[src/rtl/int_poll_arb_pkg.sv]
package int_poll_arb_pkg;
  typedef enum logic [1:0] {
    KIND_NONE = 2'b00,
    KIND_IRQ  = 2'b01,
    KIND_NMI  = 2'b10,
    KIND_RST  = 2'b11
  } int_kind_e;
endpackage

[src/rtl/nmi_edge_latch.sv]
module nmi_edge_latch (
  input  logic clk_i,
  input  logic rst_ni,
  input  logic nmi_n_i,
  input  logic clr_i,
  output logic req_o
);
  logic prev_q, pend_q;

  // an edge seen this cycle already counts as a request
  assign req_o = pend_q | (prev_q & ~nmi_n_i);

  always_ff @(posedge clk_i or negedge rst_ni) begin
    if (!rst_ni) begin
      prev_q <= 1'b1;
      pend_q <= 1'b0;
    end else begin
      prev_q <= nmi_n_i;
      pend_q <= req_o & ~clr_i;
    end
  end
endmodule

[src/rtl/irq_gate.sv]
module irq_gate #(
  parameter bit OLD_TIMING = 1'b1
) (
  input  logic clk_i,
  input  logic rst_ni,
  input  logic poll_i,
  input  logic irq_i,
  input  logic iflag_i,
  input  logic cli_i,
  input  logic sei_i,
  input  logic plp_i,
  input  logic plp_iflag_i,
  output logic irq_ok_o
);
  if (OLD_TIMING) begin : g_old
    logic lag_q;  // previous instruction cleared the flag
    always_ff @(posedge clk_i or negedge rst_ni) begin
      if (!rst_ni)     lag_q <= 1'b0;
      else if (poll_i) lag_q <= iflag_i & (cli_i | (plp_i & ~plp_iflag_i));
    end
    assign irq_ok_o = irq_i & ~iflag_i & ~(sei_i & lag_q);
  end else begin : g_new
    logic eff_flag;
    always_comb begin
      if (cli_i)      eff_flag = 1'b0;
      else if (plp_i) eff_flag = plp_iflag_i;
      else            eff_flag = iflag_i;
    end
    assign irq_ok_o = irq_i & ~eff_flag;
  end
endmodule

[src/rtl/brk_nmi_redirect.sv]
module brk_nmi_redirect #(
  parameter bit OLD_TIMING = 1'b1,
  parameter int CYC_W      = 3,
  parameter int BRK_WIN    = 5
) (
  input  logic             clk_i,
  input  logic             rst_ni,
  input  logic             brk_active_i,
  input  logic [CYC_W-1:0] brk_cyc_i,
  input  logic             nmi_req_i,
  output logic             consume_o,
  output logic             redirect_o
);
  localparam logic [CYC_W-1:0] WinLim = CYC_W'(BRK_WIN);

  if (OLD_TIMING) begin : g_old
    logic hit_q;
    logic in_win;
    assign in_win    = brk_active_i && (brk_cyc_i < WinLim);
    assign consume_o = in_win & nmi_req_i & ~hit_q;
    assign redirect_o = hit_q;
    always_ff @(posedge clk_i or negedge rst_ni) begin
      if (!rst_ni)           hit_q <= 1'b0;
      else if (brk_active_i) hit_q <= hit_q | consume_o;
      else                   hit_q <= 1'b0;
    end
  end else begin : g_new
    assign consume_o  = 1'b0;
    assign redirect_o = 1'b0;
  end
endmodule

[src/rtl/int_poll_arb.sv]
module int_poll_arb
  import int_poll_arb_pkg::*;
#(
  parameter bit              OLD_TIMING = 1'b1,
  parameter int              ADDR_W     = 16,
  parameter int              CYC_W      = 3,
  parameter int              BRK_WIN    = 5,
  parameter logic [ADDR_W-1:0] VEC_NMI  = ADDR_W'('hFFFA),
  parameter logic [ADDR_W-1:0] VEC_RST  = ADDR_W'('hFFFC),
  parameter logic [ADDR_W-1:0] VEC_IRQ  = ADDR_W'('hFFFE)
) (
  input  logic              clk_i,
  input  logic              rst_ni,
  input  logic              irq_i,
  input  logic              nmi_n_i,
  input  logic              rst_req_i,
  input  logic              iflag_i,
  input  logic              last_cycle_i,
  input  logic              op_cli_i,
  input  logic              op_sei_i,
  input  logic              op_plp_i,
  input  logic              plp_iflag_i,
  input  logic              brk_active_i,
  input  logic [CYC_W-1:0]  brk_cyc_i,
  output logic              take_o,
  output logic [1:0]        kind_o,
  output logic [ADDR_W-1:0] vector_o,
  output logic [ADDR_W-1:0] brk_vector_o
);
  logic      nmi_req, nmi_clr, brk_consume, brk_redirect, irq_ok;
  logic      rst_pend_q, rst_req, take_q;
  int_kind_e pick, kind_q;

  nmi_edge_latch u_nmi (
    .clk_i   (clk_i),
    .rst_ni  (rst_ni),
    .nmi_n_i (nmi_n_i),
    .clr_i   (nmi_clr),
    .req_o   (nmi_req)
  );

  irq_gate #(.OLD_TIMING(OLD_TIMING)) u_gate (
    .clk_i       (clk_i),
    .rst_ni      (rst_ni),
    .poll_i      (last_cycle_i),
    .irq_i       (irq_i),
    .iflag_i     (iflag_i),
    .cli_i       (op_cli_i),
    .sei_i       (op_sei_i),
    .plp_i       (op_plp_i),
    .plp_iflag_i (plp_iflag_i),
    .irq_ok_o    (irq_ok)
  );

  brk_nmi_redirect #(
    .OLD_TIMING (OLD_TIMING),
    .CYC_W      (CYC_W),
    .BRK_WIN    (BRK_WIN)
  ) u_brk (
    .clk_i        (clk_i),
    .rst_ni       (rst_ni),
    .brk_active_i (brk_active_i),
    .brk_cyc_i    (brk_cyc_i),
    .nmi_req_i    (nmi_req),
    .consume_o    (brk_consume),
    .redirect_o   (brk_redirect)
  );

  assign rst_req = rst_pend_q | rst_req_i;

  always_comb begin
    if (rst_req)                     pick = KIND_RST;
    else if (nmi_req & ~brk_consume) pick = KIND_NMI;
    else if (irq_ok)                 pick = KIND_IRQ;
    else                             pick = KIND_NONE;
  end

  // reset acceptance also drops a pending NMI
  assign nmi_clr = brk_consume |
                   (last_cycle_i & ((pick == KIND_NMI) | (pick == KIND_RST)));

  always_ff @(posedge clk_i or negedge rst_ni) begin
    if (!rst_ni) begin
      rst_pend_q <= 1'b0;
      take_q     <= 1'b0;
      kind_q     <= KIND_NONE;
    end else begin
      rst_pend_q <= rst_req & ~(last_cycle_i & (pick == KIND_RST));
      take_q     <= last_cycle_i & (pick != KIND_NONE);
      if (last_cycle_i) kind_q <= pick;
    end
  end

  always_comb begin
    unique case (kind_q)
      KIND_RST: vector_o = VEC_RST;
      KIND_NMI: vector_o = VEC_NMI;
      KIND_IRQ: vector_o = VEC_IRQ;
      default:  vector_o = '0;
    endcase
  end

  assign take_o       = take_q;
  assign kind_o       = kind_q;
  assign brk_vector_o = brk_redirect ? VEC_NMI : VEC_IRQ;
endmodule

[config.mk]
export PLATFORM = sky130hd
export DESIGN_NAME = int_poll_arb
export DESIGN_NICKNAME = d
export VERILOG_FILES = /design/src/rtl/int_poll_arb_pkg.sv /design/src/rtl/nmi_edge_latch.sv /design/src/rtl/irq_gate.sv /design/src/rtl/brk_nmi_redirect.sv /design/src/rtl/int_poll_arb.sv
export SDC_FILE = /design/constraint.sdc
export NUM_CORES = 1
export LEC_CHECK = 0
export ABC_CLOCK_PERIOD_IN_PS = 2300
export BUFFER_PORTS_ARGS = -buffer_cell sky130_fd_sc_hd__clkbuf_2
export CORE_MARGIN = 1.5
export CORE_UTILIZATION = 41
export DETAILED_ROUTE_END_ITERATION = 10
export MAX_ROUTING_LAYER = met4
export PLACE_DENSITY = 0.86
export SLEW_MARGIN = 10
export SYNTH_ARGS = -nofsm -noshare
export SYNTH_HDL_FRONTEND = slang
export SYNTH_SLANG_ARGS = --single-unit
[constraint.sdc]
create_clock -name clk_i -period 2.3 [get_ports clk_i]
set_input_delay 0.115 -clock clk_i [delete_from_list [all_inputs] [get_ports clk_i]]
set_output_delay 0.115 -clock clk_i [all_outputs]
set_load 0.05 [all_outputs]
==> results.sh <==
export IMPL_status="completed"
export IMPL_cts_tree="built"
export IMPL_dr_wl_met3_um=148
export IMPL_die_h_um=42.22
export IMPL_drt_pass1_iter_count=4
export IMPL_cpMostUsedCell="inv_1"
export IMPL_ys_async_sr_fraction_pct=100.0
export IMPL_r2r_start="u_nmi.prev_q"
export IMPL_io_pins=50
export IMPL_yosysUniqueCellTypes=20
export IMPL_worstSetupPathType="flip-flop to output port"
export IMPL_setup_viol=0
export IMPL_dieArea_um2=1783
export IMPL_grt_usage_pct=12.25
export IMPL_clk_path_buf_depth=2
export IMPL_overflow=0
export IMPL_synthCells=71
export IMPL_dp_hpwl_um=830.5
export IMPL_critical_path_cell_chain="inv_1 -> ha_1 -> inv_1 -> clkbuf_2"
export IMPL_r2r_slack_ns=1.22
export IMPL_cts_sinks=8
export IMPL_coreArea_um2=1366
export IMPL_hp_class="input port to flip-flop"
export IMPL_reg2reg_to="kind_o[1]"
export IMPL_worst_r2r_path_depth=3
export IMPL_power_total_w=0.0005277
export IMPL_synth_top_cell_area_share_pct=33.33
export IMPL_fin_tns_setup_ns=0
export IMPL_postRouteAntennaNets=0
export IMPL_grt_start_max_net_pins=14
export IMPL_synth_compound_area_share_pct=12.10
export IMPL_cts_htree_levels=1
export IMPL_crit_fanout=13
export IMPL_fmax_mhz=618.1
export IMPL_insertion_delay_ns=0.25
export IMPL_synth_most_common_cell="buf_4"
export IMPL_drc=0
export IMPL_clk_pin_slew_ns=0.06
export IMPL_diodes=0
export IMPL_fin_worst_skew_ns=0.004292
export IMPL_yosysTopAreaCell="buf_4"
export IMPL_start_util_pct=46.15
export IMPL_synth_common_cells="buf_4, dfrtp_1, inv_1, nor2_1"
export IMPL_drive_gt1_share_pct=41.05
export IMPL_min_period_ns=1.618
export IMPL_min_delay_start="brk_active_i"
export IMPL_grt_pass1_wl_um=1690
export IMPL_hold_viol=0
export IMPL_place_gp_congestion=0.7094
export IMPL_port_buffers=33
export IMPL_yosys_top_cells_area="buf_4, dfrtp_1, ha_1"
export IMPL_critPathArrivalTime_ns=1.50
export IMPL_startpoint_type="flip-flop"
export IMPL_slowest_stage="dfrtp_1"
export IMPL_die_w_um=42.22
export IMPL_nNetsFinal=114
export IMPL_yosys_warnings=0
export IMPL_vdd_drop_max_mv=0.4049
export IMPL_ys_flop_type="dfrtp_1"
export IMPL_cts_inserted_buffers=3
export IMPL_ys_seq_elements=8
export IMPL_placedInstanceArea_um2=645.6
export IMPL_stdcell_area_um2=691.9
export IMPL_period_share_pct=70.35
export IMPL_wl_met2_um=417
export IMPL_syn_to_final_growth_pct=9.722
export IMPL_rows=13
export IMPL_top_layer="met3"
export IMPL_vias_per_cell=4.318
export IMPL_vias=475
export IMPL_maxCapViolations=0
export IMPL_synth_fa_ha_area_share_pct=5.952
export IMPL_cp_end_kind="output port"
export IMPL_hold_path_depth=2
export IMPL_power_density_nw_per_um2=762.6
export IMPL_cts_resized=0
export IMPL_grt_pass1_vias=417
export IMPL_clock_root_buffer="clkbuf_4"
export IMPL_post_drt_wl_per_cell_um=8.718
export IMPL_rsz0062_at_grt="false"
export IMPL_syn_avg_cell_area_um2=8.882
export IMPL_antenna_found_initial=0
export IMPL_critPathRequiredTime_ns=2.18
export IMPL_synth_simple_area_share_pct=10.12
export IMPL_power_leakage_nw=0.4037
export IMPL_synth_xor_area_share_pct=0
export IMPL_wl_met1_um=393
export IMPL_slew_viol_final=0
export IMPL_synth_top_family_by_area="buffers and inverters"
export IMPL_finalWirelength_um=959
export IMPL_syn_cell_area_um2=630.6
export IMPL_worst_hold_path_endpoint="u_brk.redirect_o"
export IMPL_muxShareOfSynthArea_pct=0
export IMPL_ys_seq_area_share_pct=31.94
export IMPL_slowest_delay_ns=0.40
export IMPL_drt_iter0_drc=10
export IMPL_synth_edff_count=0
what timing repair did:
item | in CTS | in global routing
endpoints found under the setup margin | 0 | 0
hold buffers | 2 | 0
endpoints found under the hold margin | 9 | 0
setup buffers | 0 | 0
sequential cells by signal, summed over array words and instances (netlist names):
register and flops:
u_nmi.pend_q 1, kind_o 2, rst_pend_q 1, u_brk.redirect_o 1, u_gate.g_old.lag_q 1, take_o 1, u_nmi.prev_q 1
critical path, delay by kind of cell, from the launching register on:
family / cells / cell delay, ns
fa+ha+maj: 1 / 0.21
buf+inv: 3 / 0.65
flops: 1 / 0.40
cells in the final DEF (no fill, tap or decap):
master,n
a21boi_1,1
a21o_1,1
a21oi_1,1
a31oi_1,2
and4b_4,1
clkbuf_1,1
clkbuf_2,33
clkbuf_4,3
conb_1,16
dfrtp_1,7
dfstp_2,1
dlygate4sd3_1,2
ha_1,3
inv_1,6
nand2_1,2
nand3b_1,1
nor2_1,6
nor2b_1,2
o21ai_0,3
o21ai_1,1
o2bb2ai_1,1
o2bb2ai_2,1
final cells by class:
class,instances,area (um2)
Fill cell,140,674.4
Multi-Input combinational cell,42,237.7
Clock buffer,4,26.28
Tap cell,15,18.77
Sequential cell,8,201.4
Timing Repair Buffer,35,185.2
Inverter,6,22.52
where the power goes:
part	total (W)	switching, W	internal [W]	leakage (nW)
clock network	0.000113	0.0000464	0.0000663	0.0150
registers	0.000160	0.00000751	0.000153	0.0961
logic	0.000255	0.000209	0.0000458	0.293
cell families (layout without fill, tap and decap cells):
group,count (synthesis),after routing
other,2,16
and+or+nand+nor,12,12
AOI/OAI and AO/OA,11,11
DFF,8,8
buffers and inverters,35,45
adders and majority gates,3,3
worst max-delay path by stage:
| stage | slack, ns | startpoint | end |
|---|---|---|---|
| after floorplan | 0.41 | kind_o[0] | vector_o[10] |
| after global placement | 0.97 | kind_o[0] | vector_o[10] |
| after detailed placement | 0.93 | kind_o[0] | vector_o[6] |
| after CTS | 0.65 | kind_o[0] | vector_o[6] |
| after global routing | 0.57 | kind_o[0] | vector_o[6] |
| final | 0.68 | kind_o[0] | vector_o[6] |
per-stage QoR:
step / util (%) / std cells / worst slack, ns / hold slack (ns)
5_1_grt: 50.64 / 110 / 0.5653 / 0.1256
3_3_place_gp: 47.25 / 104 / 0.9739 / -0.03207
6_report: 50.64 / 110 / 0.6820 / 0.1102
3_5_place_dp: 47.25 / 104 / 0.9293 / -0.02696
2_1_floorplan: - / 85 / 0.4133 / -0.1806
4_1_cts: 50.64 / 110 / 0.6531 / 0.1101
metal layers:
metal  up-vias  track usage, %
met5         -               -
li1        230               -
met2        38           20.00
met1       207           14.06
met3         0           4.310
met4         0           3.750
Power figures use the tool's default switching activity.
